==> src/rtl/irq_req_pkg.sv <==
package irq_req_pkg;
  typedef enum logic [1:0] {
    UPD_HOLD  = 2'd0,
    UPD_CLEAR = 2'd1,
    UPD_LOAD  = 2'd2
  } upd_e;
endpackage

==> src/rtl/irq_level_ctl.sv <==
module irq_level_ctl
  import irq_req_pkg::*;
#(
  parameter int LVL_W = 3
) (
  input  logic             clk,
  input  logic             rst,
  input  logic             soft_rst,
  input  logic             wr_en,
  input  logic [LVL_W-1:0] wr_level,
  input  logic             ack_valid,
  input  logic [LVL_W-1:0] ack_level,
  output logic [LVL_W-1:0] level_next,
  output logic [LVL_W-1:0] level_q
);
  upd_e upd;
  logic ack_hit;

  assign ack_hit = ack_valid && (level_q != '0) && (ack_level == level_q);

  // priority: reset, soft reset, write, matching acknowledge
  always_comb begin
    if (rst || soft_rst) upd = UPD_CLEAR;
    else if (wr_en)      upd = UPD_LOAD;
    else if (ack_hit)    upd = UPD_CLEAR;
    else                 upd = UPD_HOLD;
  end

  always_comb begin
    unique case (upd)
      UPD_CLEAR: level_next = '0;
      UPD_LOAD:  level_next = wr_level;
      default:   level_next = level_q;
    endcase
  end

  always_ff @(posedge clk) begin
    level_q <= level_next;
  end
endmodule

==> src/rtl/irq_line_drv.sv <==
module irq_line_drv #(
  parameter int LVL_W     = 3,
  parameter int NUM_LINES = 7
) (
  input  logic                 clk,
  input  logic                 rst,
  input  logic [LVL_W-1:0]     level_next,
  output logic [NUM_LINES-1:0] irq_req_n
);
  for (genvar i = 0; i < NUM_LINES; i++) begin : g_line
    always_ff @(posedge clk) begin
      if (rst) irq_req_n[i] <= 1'b1;
      else     irq_req_n[i] <= !(level_next == LVL_W'(i + 1));
    end
  end
endmodule

==> src/rtl/irq_read_image.sv <==
module irq_read_image #(
  parameter int LVL_W  = 3,
  parameter int DATA_W = 8
) (
  input  logic              clk,
  input  logic [LVL_W-1:0]  level_next,
  input  logic              jumper_fitted,
  output logic [DATA_W-1:0] rd_data
);
  logic [DATA_W-1:0] image;

  always_comb begin
    image                = '0;
    image[LVL_W-1:0]     = level_next;
    image[DATA_W-1]      = ~jumper_fitted;
  end

  always_ff @(posedge clk) begin
    rd_data <= image;
  end
endmodule

==> src/rtl/irq_request_reg.sv <==
module irq_request_reg #(
  parameter int LVL_W  = 3,
  parameter int DATA_W = 8
) (
  input  logic                        clk,
  input  logic                        rst,
  input  logic                        soft_rst,
  input  logic                        wr_en,
  input  logic [DATA_W-1:0]           wr_data,
  input  logic                        ack_valid,
  input  logic [LVL_W-1:0]            ack_level,
  input  logic                        slot1_jumper_fitted,
  output logic [(1<<LVL_W)-2:0]       irq_req_n,
  output logic [DATA_W-1:0]           rd_data
);
  localparam int NUM_LINES = (1 << LVL_W) - 1;

  logic [LVL_W-1:0] level_next;
  logic [LVL_W-1:0] level_q;

  irq_level_ctl #(.LVL_W(LVL_W)) u_ctl (
    .clk        (clk),
    .rst        (rst),
    .soft_rst   (soft_rst),
    .wr_en      (wr_en),
    .wr_level   (wr_data[LVL_W-1:0]),
    .ack_valid  (ack_valid),
    .ack_level  (ack_level),
    .level_next (level_next),
    .level_q    (level_q)
  );

  irq_line_drv #(.LVL_W(LVL_W), .NUM_LINES(NUM_LINES)) u_lines (
    .clk        (clk),
    .rst        (rst),
    .level_next (level_next),
    .irq_req_n  (irq_req_n)
  );

  irq_read_image #(.LVL_W(LVL_W), .DATA_W(DATA_W)) u_img (
    .clk           (clk),
    .level_next    (level_next),
    .jumper_fitted (slot1_jumper_fitted),
    .rd_data       (rd_data)
  );
endmodule

==> config.mk <==
export PLATFORM = sky130hd
export DESIGN_NAME = irq_request_reg
export DESIGN_NICKNAME = d
export VERILOG_FILES = /design/src/rtl/irq_req_pkg.sv /design/src/rtl/irq_level_ctl.sv /design/src/rtl/irq_line_drv.sv /design/src/rtl/irq_read_image.sv /design/src/rtl/irq_request_reg.sv
export SDC_FILE = /design/constraint.sdc
export NUM_CORES = 1
export LEC_CHECK = 0
export ABC_AREA = 1
export BUFFER_PORTS_ARGS = -buffer_cell sky130_fd_sc_hd__clkbuf_2
export CAP_MARGIN = 20
export CORE_MARGIN = 1.5
export CORE_UTILIZATION = 35
export DETAILED_ROUTE_END_ITERATION = 16
export HOLD_SLACK_MARGIN = 0.05
export PLACE_DENSITY = 0.76
export REMOVE_ABC_BUFFERS = 1
export SETUP_SLACK_MARGIN = 0.3
export SYNTH_ARGS = -nofsm -noshare
export SYNTH_HDL_FRONTEND = slang
export SYNTH_HIERARCHICAL = 1
export SYNTH_SLANG_ARGS = --single-unit
export TNS_END_PERCENT = 50
==> constraint.sdc <==
create_clock -name clk -period 1.2 [get_ports clk]
set_input_delay 0.12 -clock clk [delete_from_list [all_inputs] [get_ports clk]]
set_output_delay 0.12 -clock clk [all_outputs]
set_load 0.02 [all_outputs]
======== Word-level counts from Yosys, hierarchy flattened ========
Index checks and enable logic that the tools add are counted.
cells by class
  bitwise logic cells ..................... 1
  equality and inequality tests ........... 10
  muxes and demuxes ....................... 4
  reduce and logical (&&, ||, !) cells .... 11
operator list
  operator            count
  $eq 3x3->1 const B  4
  $logic_not 1->1     7
  $eq 3x2->1 const B  2
  $pmux 3 s2          1
  $mux 2              2
  $eq 3x1->1 const B  1
  $eq 3x3->1          1
  $reduce_bool 3->1   1
  $eq 2x1->1 const B  1
  $eq 2x2->1 const B  1
  $logic_and 1x1->1   2
  $logic_or 1x1->1    1
  $mux 1              1
  $not 1->1           1
storage, ports and cells
  input bits .............................. 17
  word-level logic and storage cells ...... 35
  register bits ........................... 14
  output and inout port bits .............. 15

======== Depth between registers and ports, before layout ========
Gate-level depths: netlist of the first run.
  depth after elaboration ................. 10
  gate-level depth with buffers ........... 10
  depth with buffers taken out ............ 10

======== Hierarchy ========
The synthesis of the first run kept the hierarchy.
by module, submodules not included
  module          cells an instance  sequential area each (µm²)  area each (µm²)  times used
  irq_line_drv    24                 140.1                       206.4            1
  irq_level_ctl   35                 60.1                        188.9            1
  irq_read_image  10                 80.1                        117.6            1

======== Worst setup path before layout of the first run ========
No wires, ideal clock.
  path kind ............................... reg2reg
  from .................................... reg u_ctl.level_q[1]
  to ...................................... reg u_lines.irq_req_n[0]
  period minus slack after synthesis ...... 1.125 ns
  data arrival time ....................... 1.007 ns
  library setup time ...................... 0.118 ns
  path buffers ............................ 0
  slack ................................... 0.075 ns
  stages on the path, launching flop included .. 9
  required time ........................... 1.082 ns
  cell sequence ........................... dfxtp_1 o21ai_0 nand2_1 nand3_1 nand3_1 nand2_1 inv_1 nor2_1 nand2_1
between the ends
  cells in the longest elaborated chain, start to end .. 10
  elaborated cells between the ends (all ways) .. 12
  classes of those cells .................. eq/ne (4); mux (4); reduce/logical (4)
ends and longest elaborated chain
  element                                          line                   text
  start: declaration                               irq_level_ctl.sv:14    output logic [LVL_W-1:0] level_q
  start signal: assignment                         irq_level_ctl.sv:38    level_q <= level_next;
  $reduce_bool 3->1                                irq_level_ctl.sv:19    assign ack_hit = ack_valid && (level_q != '0) && (ack_level == level_q);
  $logic_and 1x1->1                                irq_level_ctl.sv:19
  $logic_and 1x1->1 (*)                            irq_level_ctl.sv:19
  $mux 1 (*)                                       irq_level_ctl.sv:25    else if (ack_hit) upd = UPD_CLEAR;
  $mux 2 (*)                                       irq_level_ctl.sv:24    else if (wr_en) upd = UPD_LOAD;
  $mux 2 (*)                                       irq_level_ctl.sv:23    if (rst || soft_rst) upd = UPD_CLEAR;
  $eq 2x2->1 / $eq 2x1->1 (equally long branches)  irq_level_ctl.sv:30    unique case (upd)
  $pmux 3 s2 (*)                                   irq_level_ctl.sv:30
  via level_next[0]                                irq_request_reg.sv:18  logic [LVL_W-1:0] level_next;
  $eq 3x1->1 (*)                                   irq_line_drv.sv:13     else irq_req_n[i] <= !(level_next == LVL_W'(i + 1));
  $logic_not 1->1 (*)                              irq_line_drv.sv:13
  end signal: indexed assignment                   irq_line_drv.sv:13
  end: declaration                                 irq_line_drv.sv:8      output logic [NUM_LINES-1:0] irq_req_n
The timed path passes the listed nets; every way through them passes the cells marked *.
A chain may end at the register's enable or synchronous reset.

======== Worst setup path in the final report of the first run ========
  from .................................... reg u_ctl.level_q[1]
  to ...................................... reg u_lines.irq_req_n[5]
between the ends
  cells in the longest elaborated chain, start to end .. 10
  elaborated cells between the ends (all ways) .. 12
  classes of those cells .................. eq/ne (4); mux (4); reduce/logical (4)
ends and longest elaborated chain
  element                                          line
  $reduce_bool 3->1                                irq_level_ctl.sv:19
  $logic_and 1x1->1                                irq_level_ctl.sv:19
  $logic_and 1x1->1 (*)                            irq_level_ctl.sv:19
  $mux 1 (*)                                       irq_level_ctl.sv:25
  $mux 2 (*)                                       irq_level_ctl.sv:24
  $mux 2 (*)                                       irq_level_ctl.sv:23
  $eq 2x2->1 / $eq 2x1->1 (equally long branches)  irq_level_ctl.sv:30
  $pmux 3 s2 (*)                                   irq_level_ctl.sv:30
  via level_next[2]                                irq_request_reg.sv:18
  $eq 3x3->1 (*)                                   irq_line_drv.sv:13
  $logic_not 1->1 (*)                              irq_line_drv.sv:13
Marks and branches as above.

==> reports/qor.txt, run 1 <==
Status = finished clean
Final Hold Fails = 0
Hpwl dp = 716 um
Root Buffer = clkbuf_4
Synth Register Bits = 14
Die Y = 41.3 um
Pwr/cell area = 1130 mW/mm2
Final wirelength = 999 um
CP endpoint kind = register
Row count = 13
CP Data Arrival Time = 1.36 ns
DR vias/cell = 4.13
Fin. max-slew vios = 0
HP Class = input port to register
Wirelength per Cell = 8.61 um
Setup tns final = 0 ns
Synth-to-layout area growth = 57.3%
CTS tree = built
Clock-pin slew on the worst setup and hold paths = 0.08 ns
Total I/O pin count = 32
Clock share of power = 35.5%
Crit share post-route = 99.9%
Power Total = 909 uW
Congestion Overflow GR = 0
Int Pwr = 703 uW
Mapped cell area = 513 um2
Unrepaired setup endpoints after global routing = true
Starting Density = 38.5%
Synth area leader = dfxtp_1
Clock skew = 0.00780 ns
Most frequent cells in the layout = nand2_1 (19), clkbuf_2 (12), buf_4 (11), dfxtp_1 (11), inv_1 (9)
Tmin final = 1.20 ns
Class of the most critical setup path = register to register
Layout cells sized above 1 = 51.5%
Distinct cells, synth = 10
Initial drt markers = 1
Pin count of the biggest net entering global routing = 9
Seq pwr share = 52.5%
Psw = 206 uW
Seq/Total Area, Yosys = 54.6%
Clock Sink Count = 14
Die ar. = 0.00170 mm2
Most common cell after layout, fill and taps aside = nand2_1
Post-Synthesis Mean Instance Area = 7.43 um2
Worst hold slack = 0.131 ns
First-pass GRT wire length = 1410 um
Gp weighted congestion = 0.720
TritonRoute pass-1 iters = 2
Clk Latency, worst-skew pair = 0.27 ns
Max FO, Critical Path = 4
Worst Setup Start Kind = register
Final nets = 119
VDD IR max = 0.000746 V
Core ar. = 0.00133 mm2
Vias in the first global route = 369
Input/output buffers = 22
DRC Markers = 0
Num CTS Buffers = 3
Final setup fails = 0
Area contributors post-synth = dfxtp_1 (55%), nand2_1 (17%), inv_1 (9.5%)
Via count of the routed design = 479
Yosys warns = 6
H-tree levels = 1
Pre-CTS WS = -0.121 ns
Max cap viols = 0
Combinational power share = 11.9%
Leakage = 0.000398 uW
Initial antenna violation count = 0
Required time of the critical path = 1.36 ns
Setup ws final = 0.000932 ns
# diodes = 0
Total GRT Usage = 13.5%
Post-Synthesis Cells = 69
Switching share of power = 22.7%
Die width = 41.3 um
Post-route ant nets = 0
Fillcell total = 117
Clock Tree Buf Depth = 2
Fmax = 834 MHz
Synth top area share = 54.6%
==> Yosys cell counts <==
cell	number
conb_1	1
nand2_1	23
inv_1	13
nor2_2	1
dfxtp_1	14
or2_1	1
o21ai_0	1
buf_4	4
nand3_1	4
nor2_1	7
==> registers in the layout, summed over array words and instances, names as in the netlist <==
signal / cells
u_lines/irq_req_n: 7
u_img/rd_data: 4
u_ctl/level_q: 3
==> timing repair <==
item                                   4_1_cts  5_1_grt
setup endpoints to repair                   14       23
setup buffers                                2        1
resized for setup                           17       26
pin swaps                                   11        3
endpoints found under the hold margin        1        0
hold buffers                                 1        0
==> layer usage <==
layer,global-route usage [%],part of all wire (%),vias to the layer above
met5,0,0,-
met4,9.68,0.50,0
met3,3.26,4.2,2
met2,23.8,57,12
met1,13.6,39,208
li1,-,-,257
==> worst max-delay path, stage by stage (launching register included) <==
cell,delay [ns]
dfxtp_4,0.36
o21ai_2,0.12
nand2_1,0.07
nand3_2,0.12
nand3_2,0.09
nand2_4,0.12
inv_2,0.05
nor2_4,0.11
nand2_1,0.06
==> per-stage QoR <==
step | utilization [%] | area (um2) | instances
floorplan | - | 494 | 68
global placement | 48.4 | 646 | 108
detailed placement | 48.4 | 646 | 108
CTS | 56.9 | 759 | 115
global route | 60.5 | 807 | 116
finish | 60.5 | 807 | 116
==> kinds of logic after synthesis <==
| family | after synthesis | synth area share, % |
|---|---|---|
| buffers and inverters | 17 | 15.4 |
| AND/OR/NAND/NOR | 36 | 28.3 |
| flip-flops | 14 | 54.6 |
| AO/OA/AOI/OAI | 1 | 0.975 |
| other | 1 | 0.731 |
==> final cells by class <==
cell class / instances / area [um2] / area share [%]
tap: 15 / 18.8 / 2.33
multi-input combinational: 41 / 236 / 29.3
timing repair buffer: 29 / 178 / 22.0
sequential: 14 / 289 / 35.8
inverter: 13 / 48.8 / 6.05
clock buffer: 4 / 36.3 / 4.50
==> power groups by stage <==
stage / combinational [uW] / sequential (uW) / clock [uW]
final: 109 / 478 / 323
after global routing: 120 / 479 / 366
after CTS: 100 / 480 / 337
after detailed placement: 83.0 / 491 / 0
after global placement: 81.4 / 490 / 0
after floorplan: 37.7 / 499 / 0
==> path summary, 6_finish.rpt <==
| path | startpoint | end | slack [ns] | cells past startpoint |
|---|---|---|---|---|
| hold / removal | wr_data[2] | u_ctl/level_q[2]$_DFF_P_ | 0.13 | 3 |
| setup / recovery | u_ctl/level_q[1]$_DFF_P_ | u_lines/irq_req_n[5]$_SDFF_PP1_ | 0.0009 | 8 |
| hold reg to reg | u_ctl/level_q[2]$_DFF_P_ | u_ctl/level_q[2]$_DFF_P_ | 0.54 | 2 |
| setup reg to reg | u_ctl/level_q[1]$_DFF_P_ | u_lines/irq_req_n[5]$_SDFF_PP1_ | 0.0009 | 8 |
No activity file was read; power rests on OpenSTA's default activity.
==> inputs of run 2 (changes only) <==
--- a/config.mk
+++ b/config.mk
@@ -11,6 +11,6 @@
 export CORE_MARGIN = 1.5
-export CORE_UTILIZATION = 35
+export CORE_UTILIZATION = 39
 export DETAILED_ROUTE_END_ITERATION = 16
 export HOLD_SLACK_MARGIN = 0.05
-export PLACE_DENSITY = 0.76
+export PLACE_DENSITY = 0.8
 export REMOVE_ABC_BUFFERS = 1
==> constraint.sdc (replaced) <==
create_clock -name clk -period 1.3 [get_ports clk]
set_input_delay 0.13 -clock clk [delete_from_list [all_inputs] [get_ports clk]]
set_output_delay 0.13 -clock clk [all_outputs]
set_load 0.05 [all_outputs]
==> reports/qor.txt, run 2 (same netlist as run 1, synthesis figures left out) <==
Gp weighted congestion = 0.675
Die Y = 39.3 um
DRC Markers = 0
Root Buffer = clkbuf_4
Clock Sink Count = 14
Largest regs = u_lines/irq_req_n: 7 flops, u_img/rd_data: 4 flops, u_ctl/level_q: 3 flops
Final std cell area, no fill = 782 um2
Slowest CP cell = dfxtp_2
Fin. max-slew vios = 0
Die width = 39.3 um
CP delay by family, top = simple AND/OR/NAND/NOR gates
Tmin final = 1.22 ns
VDD IR max = 0.000572 V
WP buf/inv = 1
Pin count of the biggest net entering global routing = 9
Core ar. = 0.00117 mm2
Clk Latency, worst-skew pair = 0.27 ns
Die ar. = 0.00154 mm2
Class of the most critical setup path = register to register
Leakage = 0.000376 uW
Worst stage delay on the critical path = 0.34 ns
# diodes = 0
Ordered cell list for the critical path = o21ai_1 > nand2_1 > nand3_4 > nand3_2 > nand2_4 > inv_4 > nor2_4 > nand2_1
Clock-pin slew on the worst setup and hold paths = 0.08 ns
Clock skew = 0.00133 ns
Final wirelength = 985 um
Congestion Overflow GR = 0
Final nets = 116
Number of flip-flops in the largest register = 7
Status = finished clean
Required time of the critical path = 1.47 ns
CP endpoint kind = register
Biggest register = u_lines/irq_req_n
Via count of the routed design = 464
Post-route ant nets = 0
Num CTS Buffers = 3
Initial antenna violation count = 0
Crit share post-route = 93.9%
Power Total = 870 uW
Pwr/cell area = 1110 mW/mm2
CTS tree = built
Total I/O pin count = 32
CP Data Arrival Time = 1.39 ns
H-tree levels = 1
Vias in the first global route = 419
Worst Setup Start Kind = register
Starting Density = 43.8%
CP dominant cell by count = nand2_1
Total GRT Usage = 16.3%
Final Hold Fails = 0
Max cap viols = 0
Initial drt markers = 3
Setup tns final = 0 ns
Synth-to-layout area growth = 52.4%
Fmax = 819 MHz
Most frequent cells in the layout = nand2_1 (19), clkbuf_2 (11), dfxtp_1 (11)
Area post-placement = 622 um2
Hpwl dp = 674 um
Setup slack, reg-to-reg = 0.08 ns
Unrepaired setup endpoints after global routing = true
Layout cells sized above 1 = 49.0%
HP Class = input port to register
Final setup fails = 0
Row count = 12
Most common cell after layout, fill and taps aside = nand2_1
TritonRoute pass-1 iters = 2
Input/output buffers = 22
Max FO, Critical Path = 4
Clock Tree Buf Depth = 2
Wirelength per Cell = 8.79 um
First-pass GRT wire length = 1610 um
DR vias/cell = 4.14
==> run 2: changes by cell type in the layout (fill, tap and decap cells not counted), moves of 2 or more <==
cell | before | now
inv_2 | 4 | 2
buf_4 | 11 | 3
clkbuf_4 | 3 | 6
buf_2 | 5 | 8
dfxtp_2 | 1 | 3
dfxtp_4 | 2 | 0
==> run 2: per-layer routing <==
metal / track usage, % / wire, um / vias up
met5: 0 / 0 / -
met4: 12.9 / 0 / 0
met3: 3.41 / 38 / 0
met2: 29.6 / 534 / 12
met1: 15.6 / 412 / 205
li1: - / - / 247
==> run 2: stage by stage <==
stage	utilization (%)	setup WS, ns	std cells	hold slack (ns)
after floorplan	-	0.175	68	0.187
after global placement	53.1	0.0427	104	0.271
final	66.8	0.0787	112	0.130
after detailed placement	53.1	0.00596	104	0.280
after global routing	66.8	0.00259	112	0.131
after CTS	64.3	0.119	112	0.116
==> run 2: final timing paths <==
check | startpoint | end | cells after the start
setup reg to reg | u_ctl/level_q[1]$_DFF_P_ | u_lines/irq_req_n[5]$_SDFF_PP1_ | 8
hold reg to reg | u_ctl/level_q[2]$_DFF_P_ | u_ctl/level_q[2]$_DFF_P_ | 2
hold / removal | rst | u_lines/irq_req_n[3]$_SDFF_PP1_ | 3
setup / recovery | u_ctl/level_q[1]$_DFF_P_ | u_lines/irq_req_n[5]$_SDFF_PP1_ | 8
==> run 2: where the power goes <==
part | switching (uW) | total (uW) | internal (uW)
logic | 89.4 | 128 | 39.0
registers | 4.47 | 443 | 439
clock network | 128 | 298 | 170
==> run 2: worst reg2reg max path: stages, from the launching register on <==
cell,delay [ns]
dfxtp_2,0.34
o21ai_1,0.12
nand2_1,0.10
nand3_4,0.11
nand3_2,0.10
nand2_4,0.11
inv_4,0.04
nor2_4,0.13
nand2_1,0.07
==> run 2: area by class of cell <==
| class | count | area, um2 |
|---|---|---|
| fillers | 102 | 389 |
| multi-input cells | 41 | 243 |
| repair buffers | 26 | 150 |
| flip-flops and latches | 14 | 284 |
| inverters | 13 | 51.3 |
| well taps | 14 | 17.5 |
| clock buffers | 4 | 36.3 |
==> run 2: timing repair <==
item,CTS,global route
setup endpoints to repair,17,24
endpoints found under the hold margin,1,0
hold buffers,1,0
gates resized for setup,21,20
buffers inserted,3,0
pin swaps,4,8
